$ cat src/rtl/ebc_pkg.sv
package ebc_pkg;
    localparam int BUS_W  = 16;
    localparam int LANES  = BUS_W / 8;

    typedef enum logic [2:0] {
        PH_IDLE, PH_ADDR, PH_CMD, PH_HOLD, PH_WAITA, PH_WAITB, PH_END
    } phase_e;

    typedef struct packed {
        phase_e            ph;
        logic              clk;
        logic              odd;
        logic              wide;
        logic              more;
        logic              ack;
        logic [BUS_W-1:0]  rdata;
    } seq_s;
endpackage

$ cat src/rtl/ebc_strobe_enc.sv
module ebc_strobe_enc
    import ebc_pkg::*;
(
    input  phase_e           ph,
    input  logic             adv_mode,
    input  logic             we,
    input  logic [LANES-1:0] lanes,
    output logic             strobe,
    output logic             rd_n,
    output logic             lo_n,
    output logic             hi_n
);
    logic cmd;
    logic busy;

    always_comb begin
        cmd    = (ph == PH_CMD) || (ph == PH_HOLD) || (ph == PH_WAITA) || (ph == PH_WAITB);
        busy   = cmd || (ph == PH_ADDR);
        strobe = adv_mode ? ~busy : (ph == PH_ADDR);
        rd_n   = ~(cmd && !we);
        lo_n   = ~(cmd && we && (lanes[0] || !adv_mode));
        hi_n   = ~(cmd && we && lanes[1]);
    end
endmodule

$ cat src/rtl/ebc_lane_map.sv
module ebc_lane_map
    import ebc_pkg::*;
(
    input  logic             wide,
    input  logic             odd,
    input  logic [LANES-1:0] be,
    input  logic [BUS_W-1:0] wdata,
    input  logic [BUS_W-1:0] bus_in,
    input  logic [BUS_W-1:0] rd_old,
    output logic [LANES-1:0] lanes,
    output logic [BUS_W-1:0] bus_wr,
    output logic [BUS_W-1:0] rd_new
);
    always_comb begin
        lanes  = wide ? be : (odd ? 2'b10 : 2'b01);
        bus_wr = wide ? wdata : {wdata[15:8], (odd ? wdata[15:8] : wdata[7:0])};
        rd_new[7:0]  = lanes[0] ? bus_in[7:0] : rd_old[7:0];
        rd_new[15:8] = lanes[1] ? (wide ? bus_in[15:8] : bus_in[7:0]) : rd_old[15:8];
    end
endmodule

$ cat src/rtl/ebc_mux_bus.sv
module ebc_mux_bus
    import ebc_pkg::*;
(
    input  logic              clk,
    input  logic              rst_n,
    input  logic              cfg_adv,
    input  logic [1:0]        cfg_bw,
    input  logic              req,
    input  logic              req_we,
    input  logic              req_fetch,
    input  logic [LANES-1:0]  req_be,
    input  logic [BUS_W-1:0]  req_addr,
    input  logic [BUS_W-1:0]  req_wdata,
    output logic              ack,
    output logic [BUS_W-1:0]  rdata,
    output logic [BUS_W-1:0]  ad_out,
    output logic              ad_oe,
    input  logic [BUS_W-1:0]  ad_in,
    output logic              strobe,
    output logic              rd_n,
    output logic              wr_lo_n,
    output logic              wr_hi_n,
    output logic              inst,
    output logic              clkout,
    input  logic              ready,
    input  logic              buswidth
);
    seq_s             st_q, st_d;
    logic             we_eff;
    logic             wide_now;
    logic             in_cmd;
    logic [LANES-1:0] lanes;
    logic [BUS_W-1:0] bus_wr;
    logic [BUS_W-1:0] rd_new;

    ebc_lane_map u_lanes (
        .wide   (st_q.wide),
        .odd    (st_q.odd),
        .be     (req_be),
        .wdata  (req_wdata),
        .bus_in (ad_in),
        .rd_old (st_q.rdata),
        .lanes  (lanes),
        .bus_wr (bus_wr),
        .rd_new (rd_new)
    );

    ebc_strobe_enc u_enc (
        .ph       (st_q.ph),
        .adv_mode (cfg_adv),
        .we       (we_eff),
        .lanes    (lanes),
        .strobe   (strobe),
        .rd_n     (rd_n),
        .lo_n     (wr_lo_n),
        .hi_n     (wr_hi_n)
    );

    always_comb begin
        we_eff   = req_we && !req_fetch;
        wide_now = (&cfg_bw) ? buswidth : (cfg_bw == 2'b01);
        in_cmd   = (st_q.ph == PH_CMD) || (st_q.ph == PH_HOLD) ||
                   (st_q.ph == PH_WAITA) || (st_q.ph == PH_WAITB);
        st_d     = st_q;
        st_d.clk = ~st_q.clk;
        st_d.ack = 1'b0;
        unique case (st_q.ph)
            PH_IDLE: begin
                if (req && !st_q.ack && st_q.clk) begin
                    st_d.ph    = PH_ADDR;
                    st_d.odd   = (req_be == 2'b10);
                    st_d.more  = 1'b0;
                    st_d.rdata = '0;
                end
            end
            PH_ADDR: begin
                st_d.ph   = PH_CMD;
                st_d.wide = wide_now;
                st_d.more = !wide_now && (req_be == 2'b11) && !st_q.odd;
            end
            PH_CMD:   st_d.ph = PH_HOLD;
            PH_WAITA: st_d.ph = PH_WAITB;
            PH_HOLD, PH_WAITB: begin
                if (ready) begin
                    st_d.ph = PH_END;
                    if (!we_eff) st_d.rdata = rd_new;
                end else begin
                    st_d.ph = PH_WAITA;
                end
            end
            PH_END: begin
                if (st_q.more) begin
                    st_d.ph   = PH_ADDR;
                    st_d.odd  = 1'b1;
                    st_d.more = 1'b0;
                end else begin
                    st_d.ph  = PH_IDLE;
                    st_d.ack = 1'b1;
                end
            end
            default: st_d.ph = PH_IDLE;
        endcase
    end

    always_ff @(posedge clk or negedge rst_n) begin
        if (!rst_n) st_q <= '0;
        else        st_q <= st_d;
    end

    assign ack    = st_q.ack;
    assign rdata  = st_q.rdata;
    assign clkout = st_q.clk;
    assign inst   = req_fetch && (st_q.ph != PH_IDLE);
    assign ad_oe  = (st_q.ph == PH_ADDR) || ((in_cmd || st_q.ph == PH_END) && we_eff);
    assign ad_out = (st_q.ph == PH_ADDR) ? {req_addr[BUS_W-1:1], st_q.odd} : bus_wr;

    p_ale_one_period_r1: assert property (@(posedge clk) disable iff (!rst_n || cfg_adv)
        $rose(strobe) |=> !strobe);
    p_addr_clk_low_r1: assert property (@(posedge clk) disable iff (!rst_n)
        (st_q.ph == PH_ADDR) |-> !clkout);
    p_ready_exit_r2: assert property (@(posedge clk) disable iff (!rst_n)
        (st_q.ph == PH_END) |-> $past(ready));
    p_adv_end_high_r5: assert property (@(posedge clk) disable iff (!rst_n || !cfg_adv)
        (st_q.ph == PH_END) |-> strobe);
    p_rw_excl_r6: assert property (@(posedge clk) disable iff (!rst_n)
        !(!rd_n && (!wr_lo_n || !wr_hi_n)));
    p_clk_toggle_r9: assert property (@(posedge clk) disable iff (!rst_n)
        $past(rst_n) |-> (clkout != $past(clkout)));
    p_float_on_read_r10: assert property (@(posedge clk) disable iff (!rst_n)
        !rd_n |-> !ad_oe);
    p_ack_pulse_r11: assert property (@(posedge clk) disable iff (!rst_n)
        ack |=> !ack);
endmodule

$ cat config.mk
export PLATFORM = sky130hd
export DESIGN_NAME = ebc_mux_bus
export DESIGN_NICKNAME = d
export VERILOG_FILES = /design/src/rtl/ebc_pkg.sv /design/src/rtl/ebc_strobe_enc.sv /design/src/rtl/ebc_lane_map.sv /design/src/rtl/ebc_mux_bus.sv
export SDC_FILE = /design/constraint.sdc
export NUM_CORES = 1
export LEC_CHECK = 0
export ABC_AREA = 1
export ABC_CLOCK_PERIOD_IN_PS = 2200
export CAP_MARGIN = 25
export CORE_AREA = 10 10 84 86
export CTS_BUF_LIST = sky130_fd_sc_hd__clkbuf_2 sky130_fd_sc_hd__clkbuf_4 sky130_fd_sc_hd__clkbuf_8
export DETAILED_ROUTE_END_ITERATION = 6
export DIE_AREA = 0 0 94 96
export GPL_ROUTABILITY_DRIVEN = 0
export GPL_TIMING_DRIVEN = 0
export PLACE_DENSITY = 0.7
export RECOVER_POWER = 100
export SYNTH_ARGS = -nofsm -noshare
export SYNTH_HDL_FRONTEND = slang
export SYNTH_SLANG_ARGS = --single-unit
$ cat constraint.sdc
create_clock -name clk -period 2.2 [get_ports clk]
set_input_delay 0.44 -clock clk [delete_from_list [all_inputs] [get_ports clk]]
set_output_delay 0.44 -clock clk [all_outputs]
set_load 0.05 [all_outputs]
# After elaboration in Yosys (flattened, before gate mapping)
# Cells that the tools add are included.
# classes
eq_ne	15
muxes	25
bitwise_logic	5
reduce_logical	35
# ops
cell	n
$mux 16	4
$mux 8	5
$pmux 16 s2	1
$pmux 3 s6	1
$logic_and 1x1->1	11
$reduce_and 5->1	2
$eq 3x3->1 const B	3
$mux 1	8
$ne 2x2->1 const B	4
$logic_or 1x1->1	7
$eq 3x2->1 const B	2
$logic_not 1->1	6
$mux 2	3
$reduce_bool 3->1	2
$not 1->1	5
$eq 2x2->1 const B	2
$ne 2x1->1 const B	2
$reduce_and 2->1	2
$reduce_bool 2->1	2
$eq 3x1->1 const B	1
$logic_not 3->1	1
$mux 3	1
$pmux 1 s3	1
$reduce_and 3->1	1
other kinds (3)	3
# word_totals
regBits	24
output_inout_bits	40
word_cells	88

# Logic depth before layout (Yosys ltp)
# Gate-level depths: netlist of the first run.
# depth
depth_word	7
ltp_mapped	8
ltp_nobuf	8

# Cells and area by module
# Synthesis of the first run repeated with hierarchy kept, for this count alone.
# unflattened
cells_unflattened	358
hier_area_um2	2150.8
# by_module_without_submodules
mod	instances	cells_per_inst	area_each_um2
ebc_mux_bus	1	227	1529.0
ebc_lane_map	1	116	559.3
ebc_strobe_enc	1	15	62.6

# Least setup slack after synthesis of the first run
# Ideal clock, no wire load.
# synth_timing
path_type	register to output
startpoint	register st_q[22] (netlist name)
endpoint	output port strobe
arrival_time_ps	1966
path_stages_with_launch	7
path_buffers	1
setup_slack_ps	-206
required_ps	1760
path_cell_list	dfrtp_1 -> inv_1 -> nand2_2 -> inv_1 -> nand2_1 -> buf_2 -> o21ai_0
# synth_via
elab_chain_len	7
word_cells_on_any_way	11
classes_between	5 x eq/ne; 1 x mux; 1 x bitwise; 4 x reduce/logical
# synth_rtl
item	line	rtl
start, declared	ebc_mux_bus.sv:28	seq_s st_q, st_d;
start signal, assigned	ebc_mux_bus.sv:107	else st_q <= st_d;
$eq 3x2->1	ebc_strobe_enc.sv:17	cmd = (ph == PH_CMD) || (ph == PH_HOLD) || (ph == PH_WAITA) || (ph == PH_WAITB);
$logic_or 1x1->1 (3 in series)	ebc_strobe_enc.sv:17	
$logic_or 1x1->1	ebc_strobe_enc.sv:18	busy = cmd || (ph == PH_ADDR);
$not 1->1	ebc_strobe_enc.sv:19	strobe = adv_mode ? ~busy : (ph == PH_ADDR);
$mux 1 (*)	ebc_strobe_enc.sv:19	
end, declared	ebc_mux_bus.sv:19	output logic strobe,
# Every way passes the cells marked *; elsewhere a longest branch is shown, timed or not.

# Worst setup path after layout of the first run
# layout_timing
startpoint	register st_q[22] (netlist name)
endpoint	output port ad_out[8]
# layout_via
elab_chain_len	2
# layout_rtl
item	line	rtl
$eq 3x1->1	ebc_mux_bus.sv:115	assign ad_out = (st_q.ph == PH_ADDR) ? {req_addr[BUS_W-1:1], st_q.odd} : bus_wr;
$mux 16	ebc_mux_bus.sv:115	
end, declared	ebc_mux_bus.sv:16	output logic [BUS_W-1:0] ad_out,
# Every way passes these cells.

==> results.json, run 1 <==
{
  "antenna_cells": 0,
  "critPathSlowestCell": "dfrtp_1",
  "cp_max_fo": 10,
  "finalCritPeriodShare_pct": 96.76,
  "die_area_um2": 9024,
  "dr.pass1.iters": 4,
  "setup.worst_path.end_class": "output pin",
  "numCtsBuffers": 3,
  "synth_ff_type": "dfrtp_1",
  "io_pins": 100,
  "post_dp_cell_area_um2": 2945,
  "start_util_pct": 34.40,
  "drtAntennaViolNets": 0,
  "nets": 427,
  "antenna_found_initial": 0,
  "fin_skew_ns": 0.006204,
  "syn_area_um2": 1859,
  "coreArea_um2": 5405,
  "maxSlewViolCount": 0,
  "p_leak_uw": 0.001512,
  "avgSynthCellArea_um2": 7.097,
  "critical_path_class": "reg -> out",
  "cp.arrival_ns": 1.69,
  "cts.path.max_buffers": 2,
  "worstSetupStartpointType": "flip-flop",
  "setup-violations-final": 0,
  "fillers": 571,
  "dr_total_vias": 2026,
  "grt_pass1_wl_um": 9584,
  "cp.required_ns": 1.76,
  "drt_iter0_markers": 53,
  "min_path_type": "reg -> reg",
  "core.rowCount": 27,
  "insertion_delay_ns": 0.26,
  "clkSlewWorstSetupHoldPaths_ns": 0.07,
  "synth_warnings": 0,
  "synth_edf_count": 0,
  "wl_per_cell_um": 13.57,
  "yosysSeqAreaShare_pct": 32.30,
  "area_delta_synth_final_pct": 58.82,
  "viasPerCell": 4.636,
  "power_density_nw_per_um2": 1304,
  "grt_pass1_vias": 2177,
  "finalWirelength_um": 5931,
  "cts_root_buf": "clkbuf_8",
  "port_buffers": 98,
  "fin_util_pct": 54.63,
  "die_w_um": 94,
  "max_freq_mhz": 469.8,
  "rsz0062_at_grt": "true",
  "cts_sinks": 24,
  "syn_inst": 262,
  "slowest_delay_ns": 0.40,
  "dieHeight_um": 96,
  "dp_hpwl_um": 5098,
  "grt_usage_pct": 13.01,
  "drv_cap": 0,
  "yosysUniqueCellTypes": 24,
  "drc": 0,
  "postCtsHoldBufs": 0,
  "crit_top_cell": "nand2_2",
  "slew_headroom_pct": 50.57,
  "cts_tree": "yes",
  "max_slew.worst_pin.slew_ns": 0.7415,
  "finalHoldViolations": 0,
  "design_area_um2": 2953,
  "ys_async_sr_fraction_pct": 100.0,
  "crit_chain": "inv_2 > nand2_2 > inv_1 > nand2_2 > buf_8 > mux2_2 > buf_2",
  "vdd_drop_max_mv": 0.7656,
  "htree_num_levels": 1,
  "layout_min_cycle_time_ns": 2.129,
  "overflow": 0,
  "synthesis.nets": 322,
  "drive_gt1_share_pct": 21.64,
  "ys_seq_elements": 24,
  "status": "completed",
  "grt_max_degree": 15
}
==> registers in the layout (all words and copies together), names as in the netlist <==
register	count
clkout	1
ack	1
st_q	6
rdata	16
==> worst paths after layout <==
| path | from | endpoint | slack [ns] | depth (start not counted) |
|---|---|---|---|---|
| max | st_q[22]$_DFFE_PN0P_ | ad_out[8] | 0.07 | 7 |
| min | rdata[15]$_DFFE_PN0P_ | rdata[15]$_DFFE_PN0P_ | 0.48 | 2 |
| max reg2reg | st_q[23]$_DFFE_PN0P_ | rdata[2]$_DFFE_PN0P_ | 0.50 | 8 |
| min reg2reg | rdata[15]$_DFFE_PN0P_ | rdata[15]$_DFFE_PN0P_ | 0.48 | 2 |
| max in group asynchronous | rst_n | st_q[23]$_DFFE_PN0P_ | 0.59 | 2 |
| min in group asynchronous | rst_n | rdata[7]$_DFFE_PN0P_ | 0.58 | 1 |
==> critical path, delay by kind of cell, from the launching register on <==
family                 cells  cell delay [ns]
buffers and inverters      4             0.49
flip-flops                 1             0.40
multiplexers               1             0.33
AND/OR/NAND/NOR            2             0.21
==> synthesized netlist by cell type, types with 2 or more instances <==
library cell / number / area share (%)
nand2_1: 70 / 14
nor2_1: 48 / 9.7
inv_1: 30 / 6.1
dfrtp_1: 24 / 32
nand4_1: 19 / 6.4
buf_4: 18 / 7.3
a31oi_1: 8 / 2.7
mux2_2: 8 / 4.8
buf_2: 4 / 1.1
inv_2: 4 / 0.81
nand3_1: 4 / 1.1
o21ai_0: 4 / 1.1
a21oi_1: 3 / 0.81
nand2_4: 3 / 1.8
nor2_4: 3 / 1.8
nand2_2: 2 / 0.67
nand3_4: 2 / 1.9
o21ai_4: 2 / 1.7
==> stage by stage <==
| step | setup WS [ns] | cells | TNS (ns) | hold slack, ns | total power (µW) |
|---|---|---|---|---|---|
| floorplan | 0.05076 | 262 | 0 | 0.1444 | 2796 |
| finish | 0.07129 | 437 | 0 | 0.4756 | 3850 |
| global route | -0.02308 | 437 | -0.1757 | 0.5028 | 4146 |
| global placement | -0.6597 | 432 | -6.282 | 0.4553 | 3638 |
| detailed placement | -0.6734 | 433 | -6.510 | 0.4603 | 3665 |
| CTS | 0.004087 | 437 | 0 | 0.4793 | 3830 |
==> layout by cell type (no fill, tap or decap) <==
master and n:
clkdlybuf4s50_1 74, nand2_1 68, nor2_1 48, buf_4 30, inv_1 29, dfrtp_1 24
nand4_1 19, mux2_2 8, a31oi_1 8, buf_2 6, inv_2 5, nand2_2 4
nand3_1 4, clkbuf_8 4, buf_6 3, nand2_4 3, clkbuf_4 3, nor2_4 3
o21ai_0 3, a21oi_1 3, o21ai_4 2, nand3_4 2, dlygate4sd3_1 2, clkdlybuf4s15_2 2
buf_8 1, nor2_8 1, o21ai_1 1, o21ai_2 1, nand3_2 1, o211ai_1 1
clkbuf_1 1, clkdlybuf4s15_1 1
==> kinds of logic after synthesis <==
group           share of synthesized area (%)
flops                                   32.30
simple gates                            39.10
mux                                     4.845
buf+inv                                 16.55
compound gates                          7.201
==> per-layer routing <==
metal	vias to the layer above	part of all wire, %	global-route usage (%)
met5	-	0	0
met4	0	0.57	2.025
met3	4	15	8.171
met2	92	45	22.41
met1	906	39	13.44
li1	1024	-	-
==> power breakdown <==
part | total, µW | internal (µW) | switching, µW
clock network | 249 | 122 | 127
logic | 2930 | 1010 | 1920
registers | 674 | 576 | 98.6
==> final cells by class <==
cell class	count	area (µm²)	area share, %
flip-flops and latches	24	600.6	20.34
well taps	72	90.09	3.051
multi-input cells	180	955.9	32.37
repair buffers	100	944.7	31.99
plain buffers	24	192.7	6.525
clock buffers	3	41.29	1.398
inverters	34	127.6	4.322
==> timing repair <==
item | CTS | global route
gates cloned | 0 | 0
buffers inserted | 1 | 0
setup endpoints to repair | 22 | 20
resized for setup | 117 | 30
No activity file was read; power rests on OpenSTA's default activity.
==> run 2, diff against run 1 <==
Settings changed: RECOVER_POWER 100 to unset.
==> run 2 against run 1 <==
Compared with the run above: wire length about the same; final cell count unchanged; power increased by 0.50%; clock power about the same; global-route usage unchanged; worst setup slack about the same; register-to-register slack improved by 0.15 ns; sequential cell count unchanged; first-iteration DRC count unchanged.
==> results.json, run 2 (synthesis results as in run 1) <==
{
  "port_buffers": 98,
  "min_path_type": "reg -> reg",
  "core.rowCount": 27,
  "fillers": 571,
  "crit_top_cell": "nand2_2",
  "final_cell_mix": "76 x clkdlybuf4s50_1, 68 x nand2_1, 47 x nor2_1",
  "die_w_um": 94,
  "wl_per_cell_um": 13.58,
  "cts_sinks": 24,
  "cts_root_buf": "clkbuf_8",
  "cp_max_fo": 10,
  "critPathSlowestCell": "dfrtp_1",
  "maxSlewViolCount": 0,
  "setup.worst_path.end_class": "output pin",
  "dieHeight_um": 96,
  "antenna_cells": 0,
  "reg2reg_from": "st_q[23]$_DFFE_PN0P_",
  "rsz0062_at_grt": "true",
  "largest_reg_flops": 16,
  "holdCritStartpoint": "rdata[15]$_DFFE_PN0P_",
  "holdPathEnd": "rdata[15]$_DFFE_PN0P_",
  "finalCritPeriodShare_pct": 96.76,
  "finalWirelength_um": 5933,
  "power_switching_uw": 2157,
  "htree_num_levels": 1,
  "vdd_drop_max_mv": 0.7698,
  "regArea_um2": 600.6,
  "power_frac_clock_pct": 6.4,
  "dp_hpwl_um": 5098,
  "power_density_nw_per_um2": 1302,
  "crit_chain": "inv_2 > nand2_2 > inv_1 > nand2_2 > buf_8 > mux2_2 > buf_2",
  "fin_util_pct": 54.98,
  "insertion_delay_ns": 0.26,
  "post-place-ws_ns": -0.6734,
  "cp.required_ns": 1.76,
  "intPower_uw": 1712,
  "dr_total_vias": 2021,
  "fin_skew_ns": 0.006267,
  "final_common_cell": "clkdlybuf4s50_1",
  "drc": 0,
  "grt_pass1_wl_um": 9584,
  "swShare_pct": 55.75,
  "reg2reg_depth": 7,
  "drive_gt1_share_pct": 22.19,
  "viasPerCell": 4.625,
  "status": "completed",
  "cp.arrival_ns": 1.69,
  "slew_headroom_pct": 63.66,
  "crit_family": "buffers and inverters",
  "overflow": 0,
  "p_leak_uw": 0.001518,
  "post_dp_cell_area_um2": 2945,
  "worstSetupStartpointType": "flip-flop",
  "coreArea_um2": 5405,
  "design_area_um2": 2972,
  "multiInputGateArea_um2": 963.4,
  "drtAntennaViolNets": 0,
  "setup-violations-final": 0,
  "setup_ws_ns": 0.07124,
  "critical_path_class": "reg -> out",
  "max_freq_mhz": 469.8,
  "clkSlewWorstSetupHoldPaths_ns": 0.07,
  "dr.pass1.iters": 4,
  "finalHoldViolations": 0,
  "grt_usage_pct": 13.01,
  "max_slew.worst_pin.slew_ns": 0.5434,
  "grt_pass1_vias": 2177,
  "start_util_pct": 34.40,
  "regToRegSetupSlack_ns": 0.65,
  "grt_max_degree": 15,
  "critPathBufInv": 4,
  "slowest_delay_ns": 0.40,
  "drt_iter0_markers": 53,
  "nets": 427,
  "whs_path_depth": 2,
  "p_comb_share_pct": 76.1,
  "numCtsBuffers": 3,
  "layout_min_cycle_time_ns": 2.129,
  "io_pins": 100,
  "cts_tree": "yes",
  "cts.path.max_buffers": 2,
  "pwr-share-seq_pct": 17.4,
  "tns_ns": 0,
  "reg2reg_to": "rdata[12]$_DFFE_PN0P_",
  "antenna_found_initial": 0,
  "die_area_um2": 9024,
  "whs_ns": 0.4756,
  "drv_cap": 0,
  "area_delta_synth_final_pct": 59.83
}
## run 2: cell types whose count changed in the layout (fill, tap and decap cells not counted)
cell | previous run | this run
buf_8 | 1 | 2
clkbuf_1 | 1 | 0
clkdlybuf4s50_1 | 74 | 76
dlygate4sd3_1 | 2 | 0
nor2_1 | 48 | 47
nor2_4 | 3 | 4
## run 2: power groups by stage
stage | Sequential [µW] | Combinational (µW) | Clock [µW]
6_report | 674 | 2950 | 249
5_1_grt | 690 | 3200 | 275
4_1_cts | 671 | 2900 | 255
3_5_place_dp | 684 | 2980 | 0
3_3_place_gp | 680 | 2960 | 0
2_1_floorplan | 675 | 2120 | 0
## run 2: final cells by class
class                           instances  area share, %
Tap cell                               72          3.032
Buffer                                 24          6.484
Multi-Input combinational cell        180          32.42
Clock buffer                            3          1.389
Sequential cell                        24          20.21
Timing Repair Buffer                  100          32.17
Inverter                               34          4.295
## run 2: layer usage
layer	part of all wire (%)	vias up	GRT usage, %
met5	0	-	0
met4	0.57	0	2.025
met3	15	4	8.171
met2	45	92	22.41
met1	39	901	13.44
li1	-	1024	-
## run 2: what timing repair did
item                       in CTS  in global routing
setup buffers                   1                  0
resized for setup             117                 30
setup endpoints to repair      22                 20
pin swaps                       0                  0
hold buffers                    0                  0
## run 2: worst max-delay path by stage
stage	from	depth (start not counted)	endpoint
detailed placement	req_we	6	ad_oe
global route	st_q[22]$_DFFE_PN0P_	7	ad_out[13]
floorplan	st_q[23]$_DFFE_PN0P_	7	ad_out[2]
CTS	st_q[22]$_DFFE_PN0P_	8	ad_out[7]
finish	st_q[22]$_DFFE_PN0P_	7	ad_out[8]
global placement	req_we	6	ad_oe
## run 2: worst min-delay path: stages (launching register included)
cell     delay [ns]
dfrtp_1        0.35
nand2_1        0.05
nand2_1        0.04
## run 2: metrics by stage
step                      power [µW]  cells
after floorplan                 2796    262
final                           3869    437
after CTS                       3830    437
after detailed placement        3665    433
after global placement          3638    432
after global routing            4167    437
==> run 3, diff against run 2 <==
--- a/config.mk
+++ b/config.mk
@@ -9,11 +9,14 @@
 export ABC_CLOCK_PERIOD_IN_PS = 2200
 export CAP_MARGIN = 25
-export CORE_AREA = 10 10 84 86
+export CELL_PAD_IN_SITES_DETAIL_PLACEMENT = 2
+export CELL_PAD_IN_SITES_GLOBAL_PLACEMENT = 2
+export CORE_AREA = 10 10 103 105
 export CTS_BUF_LIST = sky130_fd_sc_hd__clkbuf_2 sky130_fd_sc_hd__clkbuf_4 sky130_fd_sc_hd__clkbuf_8
 export DETAILED_ROUTE_END_ITERATION = 6
-export DIE_AREA = 0 0 94 96
+export DIE_AREA = 0 0 113 115
 export GPL_ROUTABILITY_DRIVEN = 0
 export GPL_TIMING_DRIVEN = 0
-export PLACE_DENSITY = 0.7
+export MAX_ROUTING_LAYER = met4
+export PLACE_DENSITY = 0.85
 export SYNTH_ARGS = -nofsm -noshare
 export SYNTH_HDL_FRONTEND = slang
==> constraint.sdc (replaced) <==
create_clock -name clk -period 2.2 [get_ports clk]
set_input_delay 0.66 -clock clk [delete_from_list [all_inputs] [get_ports clk]]
set_output_delay 0.66 -clock clk [all_outputs]
set_load 0.05 [all_outputs]
==> run 3 against run 2 <==
Compared with the run above: the run now ends with negative setup slack left; utilization fell by 15 points; worst hold slack improved by 0.0050 ns; sequential cell count did not move; combinational power rose by 20%; fmax fell by 6.4%; via count rose by 7.4%; final area rose by 14%; power rose by 20%; critical path type unchanged; critical endpoint is now ad_out[11].
==> results.json, run 3 (synthesis results as in run 1) <==
{
  "status": "finished with violations",
  "violations": "negative setup slack",
  "grt_usage_pct": 12.23,
  "drc": 0,
  "antenna_found_initial": 2,
  "overflow": 0,
  "drive_gt1_share_pct": 31.40,
  "cts_tree": "yes",
  "area_delta_synth_final_pct": 82.84,
  "worstSetupStartpointType": "flip-flop",
  "max_slew.worst_pin.slew_ns": 0.6294,
  "multiInputGateArea_um2": 1101,
  "vdd_drop_max_mv": 0.5796,
  "fin_skew_ns": 0.008448,
  "drt_iter0_markers": 56,
  "cts_root_buf": "clkbuf_8",
  "finalCritPeriodShare_pct": 103.4,
  "start_util_pct": 21.74,
  "p_leak_uw": 0.001804,
  "fin_util_pct": 39.76,
  "clkSlewWorstSetupHoldPaths_ns": 0.10,
  "cp.arrival_ns": 1.61,
  "finalWirelength_um": 8149,
  "die_area_um2": 13000,
  "whs_ns": 0.4807,
  "min_path_type": "reg -> reg",
  "dr_total_vias": 2170,
  "die_w_um": 113,
  "coreArea_um2": 8551,
  "viasPerCell": 4.438,
  "max_freq_mhz": 439.8,
  "slew_headroom_pct": 57.91,
  "port_buffers": 98,
  "cts_sinks": 24,
  "core.rowCount": 34,
  "postCtsHoldBufs": 0,
  "fillers": 969,
  "grt_pass1_wl_um": 12790,
  "setup.worst_path.end_class": "output pin",
  "dp_hpwl_um": 6531,
  "post-place-ws_ns": -1.221,
  "maxSlewViolCount": 0,
  "cp.required_ns": 1.54,
  "wl_per_cell_um": 16.66,
  "dr.pass1.iters": 4,
  "htree_num_levels": 1,
  "grt_max_degree": 15,
  "grt_pass1_vias": 2571,
  "finalHoldViolations": 0,
  "regArea_um2": 603.1,
  "power_density_nw_per_um2": 1363,
  "layout_min_cycle_time_ns": 2.274,
  "largest_reg_flops": 16,
  "drv_cap": 0,
  "dieHeight_um": 115,
  "setup_ws_ns": -0.07372,
  "critical_path_class": "reg -> out",
  "total_power_uw": 4633,
  "io_pins": 100,
  "nets": 440,
  "setup-violations-final": 17,
  "final_cell_mix": "63 x nand2_1, 47 x clkdlybuf4s50_1, 42 x nor2_1",
  "final_common_cell": "nand2_1",
  "cts.path.max_buffers": 2,
  "cp_max_fo": 5,
  "numCtsBuffers": 3,
  "drtAntennaViolNets": 0,
  "insertion_delay_ns": 0.27,
  "rsz0062_at_grt": "true"
}
[run 3: cell count changes in the layout (fill, tap and decap cells not counted), sizes merged]
cell	before	now
bufinv	0	1
buf	41	60
clkbuf	7	4
clkdlybuf4s50	76	47
diode	0	2
dlymetal6s2s	0	6
dlygate4sd2	0	22
clkdlybuf4s15	3	1
[run 3: layer usage]
layer	wire length (µm)	share of wire (%)	GRT usage (%)	vias to the layer above
li1	-	-	-	1057
met1	3135	38	12.43	1027
met2	4131	51	22.04	84
met3	868	11	5.469	2
met4	13	0.16	1.015	0
met5	0	0	-	-
[run 3: worst paths after layout]
| kind | startpoint | end | slack [ns] | cells after the start |
|---|---|---|---|---|
| min in group asynchronous | rst_n | st_q[21]$_DFFE_PN0P_ | 0.78 | 1 |
| worst min-delay path | rdata[7]$_DFFE_PN0P_ | rdata[7]$_DFFE_PN0P_ | 0.48 | 2 |
| worst min register to register | rdata[7]$_DFFE_PN0P_ | rdata[7]$_DFFE_PN0P_ | 0.48 | 2 |
| worst max register to register | st_q[18]$_DFFE_PN0P_ | rdata[4]$_DFFE_PN0P_ | 0.54 | 9 |
| worst max-delay path | st_q[23]$_DFFE_PN0P_ | ad_out[11] | -0.07 | 7 |
| max in group asynchronous | rst_n | rdata[11]$_DFFE_PN0P_ | 0.92 | 2 |
[run 3: stage by stage]
stage	TNS (ns)	cells	instance area [µm²]
6_report	-0.6820	489	3400
5_1_grt	-2.239	489	3400
4_1_cts	-0.7478	483	3246
3_5_place_dp	-15.67	469	2994
3_3_place_gp	-15.13	468	2979
2_1_floorplan	-1.435	262	1863
[run 3: area by class of cell]
| type | count | share of cell area [%] |
|---|---|---|
| multi-input combinational | 180 | 32.39 |
| clock buffer | 3 | 1.215 |
| clock inverter | 1 | 0.8833 |
| antenna | 2 | 0.1472 |
| tap | 108 | 3.975 |
| buffer | 24 | 6.257 |
| sequential | 24 | 17.74 |
| inverter | 34 | 3.828 |
| timing repair buffer | 113 | 33.57 |
[run 3: timing repair]
action	in CTS	in global routing
pin swaps	7	4
endpoints found under the hold margin	0	0
setup buffers	9	4
gates resized for setup	213	29
setup endpoints to repair	34	26
gates cloned	1	0
[run 3: critical path, cell delays in order, from the launching register on]
cell     delay (ns)
dfrtp_1        0.41
inv_2          0.09
nand2_4        0.08
inv_4          0.08
nand2_8        0.08
buf_8          0.15
mux2_4         0.30
buf_8          0.15
[run 3: power breakdown]
part / internal (µW) / switching [µW]
clock: 243 / 152
combinational: 1330 / 2220
sequential: 579 / 112
total: 2150 / 2480
